<file path="config.mk">
export PLATFORM = sky130hd
export DESIGN_NAME = coh_directory
export DESIGN_NICKNAME = d
export VERILOG_FILES = /design/src/rtl/dir_pkg.sv /design/src/rtl/dir_control.sv /design/src/rtl/dir_datapath.sv /design/src/rtl/coh_directory.sv
export SDC_FILE = /design/constraint.sdc
export NUM_CORES = 1
export LEC_CHECK = 0
export ABC_CLOCK_PERIOD_IN_PS = 6130
export BUFFER_PORTS_ARGS = -buffer_cell sky130_fd_sc_hd__buf_2
export CAP_MARGIN = 20
export CORE_ASPECT_RATIO = 0.5
export CORE_MARGIN = 5
export CORE_UTILIZATION = 33
export CTS_CLUSTER_SIZE = 24
export DETAILED_ROUTE_END_ITERATION = 10
export HOLD_SLACK_MARGIN = 0.08
export PLACE_DENSITY_LB_ADDON = 0.15
export REMOVE_ABC_BUFFERS = 1
export SYNTH_ARGS = -nofsm -noshare
export SYNTH_HDL_FRONTEND = slang
export SYNTH_SLANG_ARGS = --single-unit
</file>
<file path="constraint.sdc">
create_clock -name clk -period 6.13 [get_ports clk]
set_input_delay 1.226 -clock clk [delete_from_list [all_inputs] [get_ports clk]]
set_output_delay 1.226 -clock clk [all_outputs]
set_load 0.05 [all_outputs]
</file>
<file path="src/rtl/dir_pkg.sv">
package dir_pkg;

  typedef enum logic [1:0] {
    ST_IDLE,
    ST_INV,
    ST_WAIT,
    ST_RESP
  } dirState_e;

  typedef struct packed {
    logic latchReq;  // capture request and its lookup
    logic countAck;  // consume acknowledgements
    logic showInv;   // drive the invalidation pulse
    logic commit;    // write the new entry back
  } dirStrobe_t;

endpackage

</file>
<file path="src/rtl/dir_control.sv">
module dir_control
  import dir_pkg::*;
(
  input  logic       clk,
  input  logic       rstN,
  input  logic       reqValid,
  input  logic       noTargets,
  input  logic       ackDone,
  output logic       reqReady,
  output logic       respValid,
  output dirStrobe_t strobe
);

  dirState_e state, stateNext;

  always_ff @(posedge clk) begin
    if (!rstN) state <= ST_IDLE;
    else       state <= stateNext;
  end

  always_comb begin
    stateNext = state;
    strobe    = '0;
    reqReady  = 1'b0;
    respValid = 1'b0;
    case (state)
      ST_IDLE: begin
        reqReady = 1'b1;
        if (reqValid) begin
          strobe.latchReq = 1'b1;
          stateNext = noTargets ? ST_RESP : ST_INV;
        end
      end
      ST_INV: begin
        strobe.showInv  = 1'b1;
        strobe.countAck = 1'b1;
        stateNext = ackDone ? ST_RESP : ST_WAIT;
      end
      ST_WAIT: begin
        strobe.countAck = 1'b1;
        if (ackDone) stateNext = ST_RESP;
      end
      ST_RESP: begin
        respValid     = 1'b1;
        strobe.commit = 1'b1;
        stateNext     = ST_IDLE;
      end
      default: stateNext = ST_IDLE;
    endcase
  end

endmodule

</file>
<file path="src/rtl/dir_datapath.sv">
module dir_datapath
  import dir_pkg::*;
#(
  parameter int NUM_CACHES = 4,
  parameter int NUM_BLOCKS = 8,
  localparam int CIDX_W = $clog2(NUM_CACHES),
  localparam int BIDX_W = $clog2(NUM_BLOCKS),
  localparam int CNT_W  = $clog2(NUM_CACHES + 1)
) (
  input  logic                  clk,
  input  logic                  rstN,
  input  dirStrobe_t            strobe,
  input  logic [CIDX_W-1:0]     reqCache,
  input  logic [BIDX_W-1:0]     reqBlock,
  input  logic                  reqWrite,
  input  logic [NUM_CACHES-1:0] ackValid,
  output logic                  noTargets,
  output logic                  ackDone,
  output logic [NUM_CACHES-1:0] invValid,
  output logic                  invDowngrade,
  output logic [CIDX_W-1:0]     respCache,
  output logic [BIDX_W-1:0]     respBlock,
  output logic                  respExcl
);

  localparam logic [NUM_CACHES-1:0] ONE_HOT0 = NUM_CACHES'(1);

  function automatic logic [CNT_W-1:0] popCount(input logic [NUM_CACHES-1:0] v);
    logic [CNT_W-1:0] n;
    n = '0;
    for (int i = 0; i < NUM_CACHES; i++) n = n + CNT_W'(v[i]);
    return n;
  endfunction

  // directory entries
  logic [NUM_CACHES-1:0] presence [NUM_BLOCKS];
  logic                  owned    [NUM_BLOCKS];

  // latched transaction
  logic [CIDX_W-1:0]     latCache;
  logic [BIDX_W-1:0]     latBlock;
  logic                  latWrite;
  logic [NUM_CACHES-1:0] targets;
  logic                  latDown;
  logic [CNT_W-1:0]      ackLeft;

  // lookup for an incoming request
  logic [NUM_CACHES-1:0] lookPres, reqBit, nextTargets;
  logic                  lookOwned, reqIsOwner, nextDown;

  always_comb begin
    lookPres   = presence[reqBlock];
    lookOwned  = owned[reqBlock];
    reqBit     = ONE_HOT0 << reqCache;
    reqIsOwner = lookOwned && lookPres[reqCache];
    if (reqWrite) begin
      nextTargets = reqIsOwner ? '0 : (lookPres & ~reqBit);
      nextDown    = 1'b0;
    end else begin
      nextTargets = (lookOwned && !reqIsOwner) ? lookPres : '0;
      nextDown    = 1'b1;
    end
  end

  assign noTargets = (nextTargets == '0);

  logic [CNT_W-1:0] ackCount;
  assign ackCount = popCount(ackValid);
  assign ackDone  = (ackCount >= ackLeft);

  // new entry value at commit
  logic [NUM_CACHES-1:0] comPres, latBit, newPres;
  logic                  comOwned, newOwned;

  always_comb begin
    comPres  = presence[latBlock];
    comOwned = owned[latBlock];
    latBit   = ONE_HOT0 << latCache;
    if (latWrite) begin
      newPres  = latBit;
      newOwned = 1'b1;
    end else if (comOwned && comPres[latCache]) begin
      newPres  = comPres;
      newOwned = 1'b1;
    end else begin
      newPres  = comPres | latBit;
      newOwned = 1'b0;
    end
  end

  always_ff @(posedge clk) begin
    if (!rstN) begin
      for (int b = 0; b < NUM_BLOCKS; b++) begin
        presence[b] <= '0;
        owned[b]    <= 1'b0;
      end
    end else if (strobe.commit) begin
      presence[latBlock] <= newPres;
      owned[latBlock]    <= newOwned;
    end
  end

  always_ff @(posedge clk) begin
    if (!rstN) begin
      latCache <= '0;
      latBlock <= '0;
      latWrite <= 1'b0;
      targets  <= '0;
      latDown  <= 1'b0;
      ackLeft  <= '0;
    end else if (strobe.latchReq) begin
      latCache <= reqCache;
      latBlock <= reqBlock;
      latWrite <= reqWrite;
      targets  <= nextTargets;
      latDown  <= nextDown;
      ackLeft  <= popCount(nextTargets);
    end else if (strobe.countAck) begin
      ackLeft <= ackDone ? '0 : (ackLeft - ackCount);
    end
  end

  assign invValid     = strobe.showInv ? targets : '0;
  assign invDowngrade = strobe.showInv & latDown;
  assign respCache    = latCache;
  assign respBlock    = latBlock;
  assign respExcl     = latWrite;

endmodule

</file>
<file path="src/rtl/coh_directory.sv">
module coh_directory
  import dir_pkg::*;
#(
  parameter int NUM_CACHES = 4,
  parameter int NUM_BLOCKS = 8,
  localparam int CIDX_W = $clog2(NUM_CACHES),
  localparam int BIDX_W = $clog2(NUM_BLOCKS)
) (
  input  logic                  clk,
  input  logic                  rstN,
  input  logic                  reqValid,
  output logic                  reqReady,
  input  logic [CIDX_W-1:0]     reqCache,
  input  logic [BIDX_W-1:0]     reqBlock,
  input  logic                  reqWrite,
  output logic [NUM_CACHES-1:0] invValid,
  output logic                  invDowngrade,
  input  logic [NUM_CACHES-1:0] ackValid,
  output logic                  respValid,
  output logic [CIDX_W-1:0]     respCache,
  output logic [BIDX_W-1:0]     respBlock,
  output logic                  respExcl
);

  dirStrobe_t strobe;
  logic       noTargets, ackDone;

  dir_control u_ctrl (
    .clk       (clk),
    .rstN      (rstN),
    .reqValid  (reqValid),
    .noTargets (noTargets),
    .ackDone   (ackDone),
    .reqReady  (reqReady),
    .respValid (respValid),
    .strobe    (strobe)
  );

  dir_datapath #(
    .NUM_CACHES (NUM_CACHES),
    .NUM_BLOCKS (NUM_BLOCKS)
  ) u_dp (
    .clk          (clk),
    .rstN         (rstN),
    .strobe       (strobe),
    .reqCache     (reqCache),
    .reqBlock     (reqBlock),
    .reqWrite     (reqWrite),
    .ackValid     (ackValid),
    .noTargets    (noTargets),
    .ackDone      (ackDone),
    .invValid     (invValid),
    .invDowngrade (invDowngrade),
    .respCache    (respCache),
    .respBlock    (respBlock),
    .respExcl     (respExcl)
  );

endmodule

</file>
After elaboration in Yosys (flattened, before gate mapping)
Memory sizes are Yosys's and may differ from the RTL's. A register that Yosys moved wholly into a read port is not among the register bits.
Index checks and enable logic that the tools add are counted.

storage, ports and cells
  bits in registers = 16
  bits in writable memories = 40
  output and inout port bits = 13
  logic and storage cells = 82
  memories = 2

operators by class
  add/subtract/negate cells = 7
  order comparisons = 3
  equal/unequal tests = 5
  shift operators = 2
  mux-type cells = 41
  bitwise gates (word level) = 4
  reduce and logical (&&, ||, !) cells = 11

memory list
  name           depth  bits a word  read ports  clocked after Yosys merged registers in  write ports  line                text
  u_dp.presence  8      4            2           1                                        8            dir_datapath.sv:36  logic [NUM_CACHES-1:0] presence [NUM_BLOCKS];
  u_dp.owned     8      1            2           1                                        8            dir_datapath.sv:37  logic owned [NUM_BLOCKS];

operators by type and width
  operator                                                                       number
  4-bit two-way mux                                                              7
  3-bit two-way mux                                                              9
  1-bit two-way mux                                                              19
  3-bit by 1-bit adder with 3-bit output                                         4
  2-bit one-hot mux with 4 select lines                                          1
  1-bit by 2-bit << shifter with 4-bit output (first input constant)             2
  2-bit by 3-bit less-than comparator with 1-bit output (second input constant)  2
  2-bit two-way mux                                                              3
  1-bit by 1-bit adder with 2-bit output                                         2
  4-bit bitwise AND                                                              1
  1-bit binary-select mux with 2-bit select                                      2
  2-bit equality test (second input constant)                                    2
  4-bit logical NOT                                                              1
  4-bit inverter                                                                 1
  4-bit OR                                                                       1
  4-bit OR reduction                                                             1
  3-bit >= comparator                                                            1
  1-bit logical AND                                                              3
  3-bit subtractor                                                               1
  2-bit by 1-bit equality test with 1-bit output (second input constant)         1
  2-bit logical NOT                                                              1
  2-bit by 1-bit inequality test with 1-bit output (second input constant)       1
  2-bit inequality test (second input constant)                                  1
  2-bit AND reduction                                                            1
  other kinds (5)                                                                5

Longest topological paths before layout
Gate-level depths: netlist (run 1).
An unclocked memory read counts as a cell.

  word-level depth = 12
  mapped depth = 12

Cells and area by module
A second synthesis (run 1) with hierarchy kept.

unflattened totals
  cells, all modules = 350
  area total of the unflattened synthesis = 3523.4 sq um

modules (own cells, without submodules)
  module        times used  cells an instance  area each (sq um)  seq. area each (sq um)
  dir_datapath  1           329                3331.9             1461.4
  dir_control   1           21                 191.4              40.0

Worst setup path before layout (run 1)
Ideal clock, no wire load.

  path type = input -> register
  start = input reqBlock[0]
  end = register u_dp.ackLeft[1]
  library setup time = 123 ps
  arrival time = 3521 ps
  required time = 6007 ps
  slack = 2486 ps
  stages = 11
  buffers on the path = 1
  cell sequence = buf_2 -> mux2i_1 -> a22o_1 -> or3_1 -> and4_1 -> a21oi_1 -> ha_1 -> fa_1 -> ha_1 -> nor2_1 -> nor3_1

on the way
  word-level cells in the longest chain between the ends = 12
  elaborated cells between the ends (all ways) = 15

ends and longest elaborated chain
  element                                     line                 text
  from (decl)                                 coh_directory.sv:14  input logic [BIDX_W-1:0] reqBlock,
  memory read 8 x 4 bit                       n/a
  1-bit binary-select mux with 2-bit select   dir_datapath.sv:55   reqIsOwner = lookOwned && lookPres[reqCache];
  1-bit two-way mux (not written as such)     dir_datapath.sv:55
  1-bit logical AND                           dir_datapath.sv:55
  1-bit logical NOT                           dir_datapath.sv:60   nextTargets = (lookOwned && !reqIsOwner) ? lookPres : '0;
  1-bit logical AND                           dir_datapath.sv:60
  4-bit two-way mux                           dir_datapath.sv:60
  4-bit two-way mux (*)                       dir_datapath.sv:56   if (reqWrite) begin
  1-bit by 1-bit adder with 2-bit output      dir_datapath.sv:31   for (int i = 0; i < NUM_CACHES; i++) n = n + CNT_W'(v[i]);
  3-bit by 1-bit adder with 3-bit output      dir_datapath.sv:31
  3-bit by 1-bit adder with 3-bit output (*)  dir_datapath.sv:31
  3-bit two-way mux (*)                       dir_datapath.sv:111  end else if (strobe.latchReq) begin
  to (signal assigned)                        dir_datapath.sv:117  ackLeft <= popCount(nextTargets);
  to (signal assigned)                        dir_datapath.sv:119  ackLeft <= ackDone ? '0 : (ackLeft - ackCount);
  to (decl)                                   dir_datapath.sv:45   logic [CNT_W-1:0] ackLeft;

Mark *: on every way between the ends. The rest lies on a longest branch, timed or not. The select of a mux whose other input is x is not followed.
A chain may end at the register's enable or synchronous reset.

Worst setup path in the final report (run 1)
Same ends and word-level chain as after synthesis.

==> impl_metrics.yaml, run 1 <==
sta:
  finalSetupTns_ns: 0
  layout_min_cycle_time_ns: 3.82
  rsz0062_at_grt: "false"
  slew_viol_final: 0
  setup_viol: 0
  min_period_over_period_pct: 62.3
  skew_ns: 0.00519
  max_slew.worst_pin.slew_ns: 0.900
  fmax_mhz: 262
  finalHoldViolCount: 0
  slew_headroom_pct: 40.0
  whs_ns: 0.489
clock_tree:
  cts_root_buffer: "clkbuf_16"
  path_clk_slew_ns: 0.05
  ctsResizeCount: 0
  cts_sinks: 59
  postCtsHoldBufs: 0
  cts_tree: "done"
  cts_setup_buffers: 0
  cts_buffer_depth: 2
  htree_levels: 3
  clock_latency_ns: 0.33
  cts_buffers: 9
setup_path:
  endpoint_kind: "flop"
  startpoint_type: "input pin"
  cp_cell_sequence: "buf_2 -> mux2i_1 -> a22o_1 -> or3_1 -> and4_1 -> a21oi_1 -> ha_1 -> fa_1 -> ha_1 -> nor2_1 -> nor3_1"
  critPathMaxFanout: 19
  timing.critical_path.mode_cell: "ha_1"
  critPathMaxStageDelay_ns: 0.45
  crit_type: "in2reg"
  slowest_stage: "buf_2"
  cp.arrival_ns: 4.01
  cp_data_required_time_ns: 6.32
  path_delay_family: "adder cells"
  critical_path_buf_inv_count: 1
synthesis:
  ys.flop_type: "edfxtp_1"
  synthDominantCellAreaShare_pct: 27.6
  synth_async_sr_flop_share_pct: 0
  syn-cell-area_sq_um: 3480
  syn_inst: 356
  synth-edff-count: 32
  synth_seq_cells: 59
  synth_cell_types: 50
  seq_area_frac_synth_pct: 43.1
  ys_warn_count: 0
  syn_area_per_cell_sq_um: 9.78
  synth_top_cell_by_area: "edfxtp_1"
  synthTopCellsByArea: "edfxtp_1 28%, dfxtp_1 16%, nor2_1 5.5%"
outcome:
  run_status: "finished clean"
finish:
  fin_util_pct: 39.4
  fin_cells: 527
  drive_gt1_share_pct: 16.0
  final_nets: 410
  area_delta_synth_final_pct: 16.1
  insertedDiodeCount: 0
power:
  peakVddDrop_uv: 134
  swShare_pct: 35.2
  intPower_uw: 975
  power_leakage_uw: 0.00165
  p_per_area_nw_per_um2: 372
  finalPower_uw: 1500
  p_switching_uw: 529
  p_clk_share_pct: 34.8
  seqPwrFrac_pct: 33.6
  p_comb_share_pct: 31.7
global_route:
  grt_pass1_vias: 2800
  antenna_found_initial: 0
  grt_overflow: 0
  grt.total_usage_pct: 15.4
  grt_pass1_wl_um: 15000
  grt_max_degree: 23
die:
  rows: 26
  num_io_pins: 26
  die_area_sq_um: 12800
  core_sq_um: 10200
  die_h_um: 82.6
  initial_utilization_pct: 34.0
  chipWidth_um: 155
routing:
  vias_per_cell: 5.38
  wl_met1_um: 4450
  wl_per_cell_um: 17.7
  vias: 2836
  drc: 0
  wl_met3_um: 459
  wl_um: 9320
  highest_layer: "met4"
  firstDrtPassIters: 5
  dr_wl_met2_um: 4320
  ant_nets: 0
  drtIter0Drc: 177
place:
  gp_congestion: 0.860
  dp_cells: 511
  port_buffers: 25
  dpl.hpwl_um: 7120
job:
  max_cap_viol_count: 0
worst_hold_path:
  hold_class: "reg2reg"
power groups by stage:
stage	combinational, uW	clock, uW	sequential (uW)
after global placement	468	0	510
after detailed placement	474	0	513
after CTS	478	534	505
after global routing	527	552	512
final	476	523	505
after floorplan	333	0	520
routing by layer:
metal,track usage (%),vias to the layer above
met3,4.16,7
met5,0,-
li1,-,1363
met4,5.85,0
met2,25.1,65
met1,19.9,1401
cells by family after synthesis:
| logic type | synth area share, % |
|---|---|
| buf+inv | 3.70 |
| flops | 43.1 |
| simple gates | 19.0 |
| mux | 13.9 |
| xor+xnor | 0.252 |
| compound gates | 14.0 |
| fa+ha+maj | 6.04 |
tightest hold or removal path, stage by stage (launching register included):
cell and delay, ns:
dfxtp_1 0.32, a21oi_1 0.06, nor2_1 0.07
layout make-up:
class,instances,area (sq um)
multi-input cells,266,1850
inverters,21,78.8
well taps,140,175
fillers,1024,6210
clock buffers,10,229
clock inverters,6,80.1
repair buffers,25,125
flip-flops and latches,59,1500
final timing paths:
check | from | end | slack (ns) | cells past startpoint
max | reqBlock[0] | u_dp.ackLeft[1] | 2.31 | 11
min | u_dp.latDown | u_dp.latDown | 0.49 | 2
max reg2reg | u_dp.owned[2] | u_dp.ackLeft[1] | 3.26 | 10
min reg2reg | u_dp.latDown | u_dp.latDown | 0.49 | 2
Yosys cell counts, types with 3 or more instances:
cell / number
a211oi_1: 3
a21oi_1: 15
a22oi_1: 10
a31oi_1: 8
and2_1: 11
and3_1: 4
buf_4: 3
clkbuf_1: 6
dfxtp_1: 27
edfxtp_1: 32
fa_1: 3
ha_1: 12
inv_1: 21
mux2_2: 17
mux2i_1: 18
nand2_1: 38
nand2b_1: 3
nand3_1: 5
nor2_1: 51
nor2b_1: 6
nor3_1: 6
nor4_1: 3
o22ai_1: 9
o31ai_1: 9
o32ai_1: 3
sequential cells by signal, summed over array words and instances (netlist names), 2 cells and up, named ones only:
name            count
u_dp.ackLeft        3
u_dp.owned          8
u_dp.respCache      2
u_dp.presence      32
u_dp.respBlock      3
u_ctrl.state        2
u_dp.targets        4
cells in the final DEF, fill, tap and decap left out, drive strengths merged, types with 5 or more instances in the layout:
cell type   n
o22ai       9
inv        21
a21oi      15
ha         12
mux2i      18
buf        25
clkbuf     10
nor2b       6
a31oi       8
nand3       5
edfxtp     32
mux2       18
a22oi      10
and2       11
dfxtp      27
o31ai       9
nor3        6
nand2      38
nor2       51
metrics by stage:
stage	setup WS [ns]	area, sq um
after floorplan	2.51	3430
after global placement	2.10	3730
after detailed placement	2.01	3730
after CTS	2.34	4040
after global routing	2.14	4040
final	2.31	4040
Note: power is estimated with default switching activity, not from simulation.
==> run 2, diff against run 1 <==
Settings changed: ABC_AREA from default to 1, ABC_CLOCK_PERIOD_IN_PS 6130 to 3500.
Clock period 6.13 ns to 3.5 ns, I/O delays scaled along.
==> run 2 against run 1 <==
Effect of this change: setup slack got worse by 1.7 ns; clock-buffer cell count rose by 2; combinational power rose by 120%; largest power group is now combinational logic; sequential power rose by 74%; critical endpoint unchanged; total power rose by 92%; cell count rose by 26%; sequential share of layout area fell by 1.7 points; global-route usage rose by 1.1 points; critical path type unchanged; final area rose by 4.9%; area after synthesis rose by 3.1%; non-clock buffer count rose by 9; critical path depth rose by 4.
==> impl_metrics.yaml, run 2 <==
synthesis:
  synth_async_sr_flop_share_pct: 0
  yosys.area_share.xor_xnor_pct: 0.244
  synth_simple_gate_area_share_pct: 25.6
  syn-cell-area_sq_um: 3590
  ys.flop_type: "edfxtp_1"
  syn_area_per_cell_sq_um: 7.35
  synthTopCellsByArea: "edfxtp_1 27%, dfxtp_1 15%, nand2_1 9.6%"
  synth-edff-count: 32
  ys_top_cells_by_count: "92 x nand2_1, 87 x inv_1, 76 x nor2_1, 43 x o21ai_0, 34 x a21oi_1"
  synth.mux.area_fraction_pct: 0
  synth_seq_cells: 59
  synth_cell_types: 34
  ys_warn_count: 0
  synth_top_cell_by_area: "edfxtp_1"
  synth_adder_area_share_pct: 5.86
  syn_inst: 488
  synth.most_common_cell: "nand2_1"
  synth_compound_gate_area_share_pct: 15.0
  seq_area_frac_synth_pct: 41.8
  synthDominantCellAreaShare_pct: 26.8
  synth_top_family_by_area: "simple AND/OR/NAND/NOR gates"
sta:
  fmax_mhz: 345
  setup_viol: 0
  slew_headroom_pct: 63.2
  rsz0062_at_grt: "false"
  max_slew.worst_pin.slew_ns: 0.552
  finalHoldViolCount: 0
  min_period_over_period_pct: 82.7
  finalSetupTns_ns: 0
  layout_setup_ws_ns: 0.604
  layout_min_cycle_time_ns: 2.90
  skew_ns: 0.00641
  slew_viol_final: 0
power:
  swShare_pct: 38.3
  seqPwrFrac_pct: 30.4
  p_clk_share_pct: 34.0
  peakVddDrop_uv: 484
  intPower_uw: 1780
  p_comb_share_pct: 35.6
  power_leakage_uw: 0.00196
  p_switching_uw: 1100
  p_per_area_nw_per_um2: 681
place:
  dp_cells: 650
  place_area_sq_um: 3900
  port_buffers: 25
  gp_congestion: 0.915
  dpl.hpwl_um: 7790
  place_ws_ns: 0.269
die:
  die_h_um: 83.7
  initial_utilization_pct: 34.5
  num_io_pins: 26
  core_sq_um: 10400
  rows: 26
  chipWidth_um: 157
  die_area_sq_um: 13200
routing:
  ant_nets: 0
  firstDrtPassIters: 5
  wl_per_cell_um: 15.4
  drc: 0
  vias: 3203
  drtIter0Drc: 279
  vias_per_cell: 4.81
  wl_um: 10200
setup_path:
  cp.arrival_ns: 3.16
  r2r_slack_ns: 0.83
  cp_data_required_time_ns: 3.76
  r2r-end: "u_dp.ackLeft[1]"
  startpoint_type: "input pin"
  endpoint_kind: "flop"
  reg2reg_from: "u_dp.presence[7][1]"
  crit_type: "in2reg"
  critPathMaxFanout: 29
  rr_worst_depth: 15
finish:
  fin_cells: 666
  final_common_cell: "nand2_1"
  reg_top3: "u_dp.presence (32), u_dp.owned (8), u_dp.targets (4)"
  largest_reg_flops: 32
  layout_common_cells: "92 x nand2_1, 87 x inv_1, 76 x nor2_1"
  final_cell_area_sq_um: 4240
  drive_gt1_share_pct: 12.9
  area_delta_synth_final_pct: 18.2
  final_nets: 549
  insertedDiodeCount: 0
  regMostFlops: "u_dp.presence"
  fin_util_pct: 40.7
clock_tree:
  cts_sinks: 59
  htree_levels: 3
  cts_buffer_depth: 2
  cts_setup_buffers: 0
  cts_tree: "done"
  cts_buffers: 9
  clock_latency_ns: 0.33
  postCtsHoldBufs: 0
  ctsResizeCount: 0
  cts_root_buffer: "clkbuf_16"
  path_clk_slew_ns: 0.05
global_route:
  grt_max_degree: 30
  antenna_found_initial: 0
  grt.total_usage_pct: 16.5
  grt_pass1_vias: 3080
  grt_pass1_wl_um: 16800
  grt_overflow: 0
job:
  max_cap_viol_count: 0
worst_hold_path:
  holdCritStartpoint: "u_dp.ackLeft[2]"
  hold_class: "reg2reg"
  min_to: "u_dp.ackLeft[2]"
  hold_depth: 2
outcome:
  run_status: "finished clean"
## run 2: cell types whose count changed after synthesis, sizes merged, moves of 10 or more
| cell | previous run | this run |
|---|---|---|
| a21oi | 15 | 35 |
| and2 | 11 | 1 |
| nand3 | 5 | 33 |
| nand2 | 38 | 96 |
| mux2i | 18 | 0 |
| o21ai | 2 | 50 |
| inv | 21 | 89 |
| nor2 | 51 | 77 |
| mux2 | 18 | 0 |
## run 2: area by class of cell
cell class                      instances  area, sq um
Clock inverter                          4         52.6
Sequential cell                        59         1500
Clock buffer                           12          289
Fill cell                            1127         6170
Inverter                               91          342
Tap cell                              140          175
Multi-Input combinational cell        326         1680
Timing Repair Buffer                   34          205
## run 2: worst max path at each step
stage | from | endpoint | slack [ns] | cells past startpoint
2_1_floorplan | ackValid[0] | u_ctrl.state[1] | 0.63 | 17
6_report | reqBlock[0] | u_dp.ackLeft[1] | 0.60 | 15
5_1_grt | reqBlock[0] | u_dp.ackLeft[1] | 0.42 | 15
3_5_place_dp | reqBlock[0] | u_dp.ackLeft[2] | 0.27 | 15
4_1_cts | reqBlock[0] | u_dp.ackLeft[1] | 0.62 | 15
3_3_place_gp | reqBlock[0] | u_dp.ackLeft[1] | 0.29 | 15
## run 2: kinds of logic (layout without fill, tap and decap cells)
family / Yosys count / after routing
adder cells (fa/ha/maj): 15 / 15
AND/OR/NAND/NOR: 212 / 212
XOR/XNOR: 1 / 1
flip-flops: 59 / 59
buffers and inverters: 103 / 141
AO/OA/AOI/OAI: 98 / 98
## run 2: worst max-delay path, stage by stage
cell      delay, ns
buf_2          0.14
buf_12         0.16
o211ai_1       0.22
nand3_1        0.16
nand3_2        0.11
nand2_4        0.07
nor2_4         0.10
nand2_1        0.08
o21ai_1        0.13
nand2_1        0.12
ha_1           0.30
fa_1           0.36
ha_1           0.28
nand2_1        0.05
a31oi_1        0.17
## run 2: metal layers
metal  part of all wire [%]  up-vias  track usage, %
li1                       -     1629               -
met1                     49     1469            23.6
met2                     43       92            24.6
met3                    6.7       13            4.04
met4                    1.1        0            4.53
met5                      0        -               0
## run 2: metrics by stage
stage,hold WS (ns),power (uW)
3_5_place_dp,0.478,1920
4_1_cts,0.485,2910
5_1_grt,0.512,3070
2_1_floorplan,0.448,1560
6_report,0.482,2890
3_3_place_gp,0.472,1930
## run 2: power groups by stage
stage | Combinational (uW) | Sequential (uW) | Clock [uW]
5_1_grt | 1150 | 890 | 1030
3_3_place_gp | 1040 | 893 | 0
4_1_cts | 1030 | 878 | 995
6_report | 1030 | 878 | 983
2_1_floorplan | 617 | 939 | 0
3_5_place_dp | 1030 | 892 | 0
